## src/rtl/rbw_pkg.sv

```systemverilog
package rbw_pkg;
    typedef enum logic [1:0] {
        ST_IDLE  = 2'd0,
        ST_WAIT  = 2'd1,
        ST_BURST = 2'd2
    } rbw_state_e;

    // Burst select decode: 0 -> 1 beat, 1 -> 4 beats, 2/3 -> 8 beats
    function automatic logic [3:0] sel_to_beats(input logic [1:0] sel);
        unique case (sel)
            2'd0:    return 4'd1;
            2'd1:    return 4'd4;
            default: return 4'd8;
        endcase
    endfunction
endpackage

```

## src/rtl/rbw_fifo.sv

```systemverilog
module rbw_fifo #(
    parameter int W     = 32,
    parameter int DEPTH = 32,
    localparam int AW   = $clog2(DEPTH),
    localparam int CW   = AW + 1
) (
    input  logic          clk,
    input  logic          rst_n,
    input  logic          push,
    input  logic [W-1:0]  push_data,
    input  logic          pop,
    output logic [W-1:0]  head,
    output logic [CW-1:0] count,
    output logic          full
);
    logic [W-1:0]  mem [DEPTH];
    logic [AW-1:0] wr_ptr_q, rd_ptr_q;
    logic [CW-1:0] cnt_q;

    always_ff @(posedge clk) begin
        if (!rst_n) begin
            wr_ptr_q <= '0;
            rd_ptr_q <= '0;
            cnt_q    <= '0;
        end else begin
            if (push) wr_ptr_q <= (wr_ptr_q == AW'(DEPTH - 1)) ? '0 : wr_ptr_q + 1'b1;
            if (pop)  rd_ptr_q <= (rd_ptr_q == AW'(DEPTH - 1)) ? '0 : rd_ptr_q + 1'b1;
            unique case ({push, pop})
                2'b10:   cnt_q <= cnt_q + 1'b1;
                2'b01:   cnt_q <= cnt_q - 1'b1;
                default: cnt_q <= cnt_q;
            endcase
        end
    end

    always_ff @(posedge clk) begin
        if (push) mem[wr_ptr_q] <= push_data;
    end

    assign head  = mem[rd_ptr_q];
    assign count = cnt_q;
    assign full  = (cnt_q == CW'(DEPTH));
endmodule

```

## src/rtl/rbw_cfg_check.sv

```systemverilog
module rbw_cfg_check #(
    parameter int SIZE_W    = 16,
    parameter int PKT_WORDS = 47
) (
    input  logic              clk,
    input  logic              rst_n,
    input  logic [SIZE_W-1:0] size_words,
    output logic              err
);
    logic bad;
    assign bad = (size_words == '0) || ((size_words % SIZE_W'(PKT_WORDS)) != '0);

    always_ff @(posedge clk) begin
        if (!rst_n) err <= 1'b0;
        else        err <= bad;
    end
endmodule

```

## src/rtl/rbw_ring_ptr.sv

```systemverilog
module rbw_ring_ptr #(
    parameter int SIZE_W = 16
) (
    input  logic              clk,
    input  logic              rst_n,
    input  logic              clear,
    input  logic              adv,
    input  logic [SIZE_W-1:0] size_words,
    output logic [SIZE_W-1:0] offset,
    output logic [SIZE_W-1:0] remaining,
    output logic              at_end
);
    logic [SIZE_W-1:0] off_q;

    assign at_end    = (off_q == size_words - 1'b1);
    assign remaining = size_words - off_q;
    assign offset    = off_q;

    always_ff @(posedge clk) begin
        if (!rst_n || clear) off_q <= '0;
        else if (adv)        off_q <= at_end ? '0 : off_q + 1'b1;
    end
endmodule

```

## src/rtl/ring_burst_writer.sv

```systemverilog
module ring_burst_writer #(
    parameter int DATA_W     = 32,
    parameter int ADDR_W     = 32,
    parameter int SIZE_W     = 16,
    parameter int FIFO_DEPTH = 32,
    parameter int PKT_WORDS  = 47
) (
    input  logic              clk,
    input  logic              rst_n,
    input  logic              en,
    input  logic [ADDR_W-1:0] cfg_base,
    input  logic [SIZE_W-1:0] cfg_size_words,
    input  logic [1:0]        cfg_burst_sel,
    input  logic              in_valid,
    input  logic [DATA_W-1:0] in_data,
    output logic              in_ready,
    output logic              wr_valid,
    output logic [ADDR_W-1:0] wr_addr,
    output logic [DATA_W-1:0] wr_data,
    output logic              wr_last,
    input  logic              wr_ready,
    output logic              buf_full_irq,
    output logic              cfg_err
);
    import rbw_pkg::*;

    localparam int CNT_W = $clog2(FIFO_DEPTH) + 1;

    rbw_state_e        state_q, state_d;
    logic [3:0]        beats_q, beat_idx_q;
    logic [3:0]        sel_beats, len_next;
    logic [CNT_W-1:0]  fifo_cnt;
    logic              fifo_full, pop, run, beat_done, final_beat;
    logic [SIZE_W-1:0] offset, remaining;
    logic              at_end;

    assign run       = en && !cfg_err;
    assign sel_beats = sel_to_beats(cfg_burst_sel);
    assign len_next  = (remaining >= SIZE_W'(sel_beats)) ? sel_beats : 4'd1;

    rbw_fifo #(.W(DATA_W), .DEPTH(FIFO_DEPTH)) u_fifo (
        .clk(clk), .rst_n(rst_n),
        .push(in_valid && !fifo_full), .push_data(in_data),
        .pop(pop), .head(wr_data), .count(fifo_cnt), .full(fifo_full)
    );

    rbw_cfg_check #(.SIZE_W(SIZE_W), .PKT_WORDS(PKT_WORDS)) u_cfg (
        .clk(clk), .rst_n(rst_n), .size_words(cfg_size_words), .err(cfg_err)
    );

    rbw_ring_ptr #(.SIZE_W(SIZE_W)) u_ptr (
        .clk(clk), .rst_n(rst_n),
        .clear(state_q == ST_IDLE), .adv(pop),
        .size_words(cfg_size_words),
        .offset(offset), .remaining(remaining), .at_end(at_end)
    );

    // Next-state logic
    always_comb begin
        state_d = state_q;
        unique case (state_q)
            ST_IDLE:  if (run) state_d = ST_WAIT;
            ST_WAIT: begin
                if (!run)                              state_d = ST_IDLE;
                else if (fifo_cnt >= CNT_W'(len_next)) state_d = ST_BURST;
            end
            ST_BURST: if (beat_done && final_beat) state_d = run ? ST_WAIT : ST_IDLE;
            default:  state_d = ST_IDLE;
        endcase
    end

    // State register and burst counters
    always_ff @(posedge clk) begin
        if (!rst_n) begin
            state_q    <= ST_IDLE;
            beats_q    <= 4'd1;
            beat_idx_q <= '0;
        end else begin
            state_q <= state_d;
            if (state_q == ST_WAIT && state_d == ST_BURST) begin
                beats_q    <= len_next;
                beat_idx_q <= '0;
            end else if (beat_done) begin
                beat_idx_q <= beat_idx_q + 1'b1;
            end
        end
    end

    // Outputs
    always_comb begin
        wr_valid     = (state_q == ST_BURST);
        beat_done    = wr_valid && wr_ready;
        final_beat   = (beat_idx_q == beats_q - 4'd1);
        wr_last      = wr_valid && final_beat;
        pop          = beat_done;
        buf_full_irq = beat_done && at_end;
        in_ready     = !fifo_full;
        wr_addr      = {cfg_base[ADDR_W-1:2] + (ADDR_W-2)'(offset), 2'b00};
    end
endmodule

```

## config.mk

```make
export PLATFORM = sky130hd
export DESIGN_NAME = ring_burst_writer
export DESIGN_NICKNAME = d
export VERILOG_FILES = /design/src/rtl/rbw_pkg.sv /design/src/rtl/rbw_fifo.sv /design/src/rtl/rbw_cfg_check.sv /design/src/rtl/rbw_ring_ptr.sv /design/src/rtl/ring_burst_writer.sv
export SDC_FILE = /design/constraint.sdc
export NUM_CORES = 1
export LEC_CHECK = 0
export ABC_AREA = 1
export BUFFER_PORTS_ARGS = -buffer_cell sky130_fd_sc_hd__buf_4
export CAP_MARGIN = 20
export CORE_MARGIN = 8
export CORE_UTILIZATION = 55
export DETAILED_ROUTE_END_ITERATION = 8
export GPL_TIMING_DRIVEN = 0
export PLACE_DENSITY = 0.72
export SETUP_SLACK_MARGIN = 0.05
export SYNTH_ARGS = -nofsm -noshare
export SYNTH_HDL_FRONTEND = slang
export SYNTH_SLANG_ARGS = --single-unit
```

## constraint.sdc

```tcl
create_clock -name clk -period 22.4 [get_ports clk]
set_clock_uncertainty 0.2 [all_clocks]
set_input_delay 4.48 -clock clk [delete_from_list [all_inputs] [get_ports clk]]
set_output_delay 4.48 -clock clk [all_outputs]
set_load 0.02 [all_outputs]
```

==> impl_metrics.env <==
export IMPL_outcome="finished, final reports clean"
export IMPL_max_freq_mhz=75.59
export IMPL_path_clk_slew_ns=0.06
export IMPL_cts_resized=0
export IMPL_hp_class="flip-flop to flip-flop"
export IMPL_ios=156
export IMPL_synthesis_area_sq_um=46650
export IMPL_peakVddDrop_v=0.0006585
export IMPL_crit_family="compound AO/OA/AOI/OAI gates"
export IMPL_cp_slowest_cell="o21ai_0"
export IMPL_synth_async_reset_ratio_pct=0
export IMPL_cp_max_fo=3
export IMPL_die_area_sq_um=94390
export IMPL_hold_viol=0
export IMPL_drc=0
export IMPL_die_y_um=307.2
export IMPL_maxCapViolCount=0
export IMPL_port_buffers=150
export IMPL_syn_inst=3908
export IMPL_antenna_found_initial=3
export IMPL_yosys_warnings=0
export IMPL_start_util_pct=55.13
export IMPL_rows=107
export IMPL_path_class="input port to primary output"
export IMPL_max_stage_delay_ns=0.44
export IMPL_fin_util_pct=63.31
export IMPL_htreeDepth=3
export IMPL_die_width_um=307.2
export IMPL_firstDrtPassIters=6
export IMPL_root_buffer="clkbuf_16"
export IMPL_cp_end_kind="primary output"
export IMPL_drt_wirelength_per_cell_um=27.65
export IMPL_nets=4354
export IMPL_tightestPinTransition_ns=1.147
export IMPL_crit_top_cell="a21oi_1"
export IMPL_powerDensity_nw_per_um2=113.6
export IMPL_drtAntennaViolNets=0
export IMPL_syn_area_per_cell_sq_um=11.94
export IMPL_synth_distinct_cells=58
export IMPL_cts_tree="yes"
export IMPL_synth_main_ff_cell="edfxtp_1"
export IMPL_cts_made_buffers=103
export IMPL_syn_to_final_growth_pct=14.84
export IMPL_grt_setup_unrepaired="false"
export IMPL_drtIter0Drc=5571
export IMPL_cts_sinks=1071
export IMPL_routabilityCongestion=0.9414
export IMPL_hold_buffers=0
export IMPL_relSlewSlack_pct=23.51
export IMPL_worstPathCellList="buf_4, ha_1, inv_1, fa_1, o21ai_0, a21oi_1, inv_1, a21oi_1, o21ai_0, a21oi_1, inv_1, a21oi_1, o21ai_0, a21oi_1, o21bai_1, nand3_1, nand2_1, nand3_1, nor3_1, nand3_1, xnor2_1, buf_4"
export IMPL_arrival_ns=8.55
export IMPL_post_cts_buffers=0
export IMPL_drt_total_wl_um=150300
export IMPL_crit_required_ns=17.72
export IMPL_layout_drive_gt1_share_pct=12.35
export IMPL_gr_total_overflow=0
export IMPL_clock_latency_ns=0.66
export IMPL_mostFrequentLayoutCell="edfxtp_1"
export IMPL_vias=35010
export IMPL_synth_edf_count=1024
export IMPL_grt_max_degree=33
export IMPL_fill_cells=6415
export IMPL_tns_ns=0
export IMPL_final_cell_mix="edfxtp_1 (1024), nor2_1 (664), o21ai_0 (587)"
export IMPL_cts_path_max_buffers=3
export IMPL_gr_usage_all_layers_pct=30.90
export IMPL_finalCriticalPeriod_ns=13.23
export IMPL_yosysSeqAreaShare_pct=67.93
export IMPL_critical_path_buf_inv_count=5
export IMPL_setup_viol=0
export IMPL_period_share_pct=59.06
export IMPL_hpwl_um=102200
export IMPL_core_area_sq_um=84610
export IMPL_via_per_inst=6.441
export IMPL_p_leak_nw=18.37
export IMPL_startpoint_type="input port"
export IMPL_slew_violations=0
export IMPL_grt_pass1_vias=33370
export IMPL_ys_ff_latch=1071
export IMPL_grt_pass1_wl_um=216300
## final cells by class
cell class              instances  area, sq um  share of cell area (%)
well taps                    1144         1431                   2.672
flip-flops and latches       1071        31690                   59.16
clock inverters                52        539.3                   1.007
clock buffers                 137         2799                   5.225
inverters                     182        688.2                   1.285
diodes                          1        2.502                0.004671
multi-input cells            2429        13620                   25.43
repair buffers                193         1916                   3.576
plain buffers                 227        880.8                   1.644
## metal layers
layer / share of wire [%] / wire length, um / up-vias / track usage [%]
li1: - / - / 15010 / -
met1: 36 / 53620 / 16850 / 40.38
met2: 44 / 66650 / 2663 / 47.70
met3: 14 / 20330 / 492 / 7.717
met4: 6.4 / 9681 / 0 / 16.60
met5: 0 / 0 / - / 0
## worst register-to-register path, delay by kind of cell (launching register included)
family	cells	cell delay (ns)
xor+xnor	1	0.14
simple gates	9	1.80
fa+ha+maj	2	0.60
compound gates	16	2.69
buf+inv	4	0.41
flops	1	0.48
## flip-flops by register name, summed over array words and instances (netlist names), named ones only
| signal | cells |
|---|---|
| u_fifo.mem | 1024 |
| u_ptr.offset | 16 |
| u_fifo.count | 6 |
| u_fifo.rd_ptr_q | 5 |
| u_fifo.wr_ptr_q | 5 |
| beat_idx_q | 4 |
| beats_q | 3 |
| state_q | 2 |
| u_cfg.err | 1 |
## cells by family (layout without fill, tap and decap cells)
logic type      count (synthesis)  in the layout  share of synthesized area, %
fa+ha+maj                      60             60                         1.658
simple gates                 1283           1283                         12.52
other cells                     1              3                      0.008039
compound gates               1007           1007                         13.07
buf+inv                       409            791                         3.363
flops                        1071           1071                         67.93
xor+xnor                       77             77                         1.446
## through the flow
step / std cells / hold WS (ns) / power [mW] / area [sq um] / setup slack (ns)
after floorplan: 3909 / 0.2432 / 3.986 / 46650 / 10.13
after global placement: 5203 / 0.2597 / 4.313 / 49210 / 9.312
after detailed placement: 5246 / 0.2747 / 4.367 / 50230 / 9.282
after CTS: 5435 / 0.2838 / 6.072 / 53570 / 9.223
after global routing: 5436 / 0.2982 / 6.462 / 53570 / 8.787
final: 5436 / 0.2793 / 6.084 / 53570 / 9.170
## cell usage after synthesis, types with 5 or more instances
master    number  area share [%]
a21oi_1       56            0.60
a31oi_1       34            0.46
a32oi_1       26            0.49
buf_1          9           0.072
clkbuf_1     213             1.7
dfxtp_1       47             2.0
edfxtp_1    1024              66
ha_1          57             1.5
inv_1        155             1.2
inv_2         22            0.18
nand2_1      235             1.9
nand2_2       48            0.64
nand2_4       32            0.77
nand3_1      160             1.7
nand3_2       13            0.28
nand3b_1       5           0.080
nand4_1       15            0.20
nor2_1       692             5.6
nor2_2        17            0.23
nor2_4        12            0.29
nor3_1        21            0.23
nor3b_1       10            0.16
nor4_1         6           0.080
o21ai_0      587             6.3
o21ai_1       13            0.14
o21bai_1       7            0.11
o221ai_1     198             3.7
o22ai_1       64            0.86
or2_2          6           0.080
xnor2_1       25            0.47
xor2_1        52            0.98
## path summary, 6_finish.rpt
kind,from,end,slack [ns],cells after the start
worst max-delay path,cfg_base[2],wr_addr[26],9.17,22
worst min-delay path,u_fifo.count[0],u_fifo.count[0],0.28,1
worst max register to register,u_ptr.offset[1],beats_q[0],15.96,32
worst min register to register,u_fifo.count[0],u_fifo.count[0],0.28,1
## where the power goes
group          internal [mW]  switching [mW]  total (mW)  leakage [nW]
Clock                   1.00           0.739        1.74          1.62
Combinational          0.712            1.42        2.13          7.15
Sequential              2.21         0.00475        2.21          9.61
No activity file was read; power rests on OpenSTA's default activity.
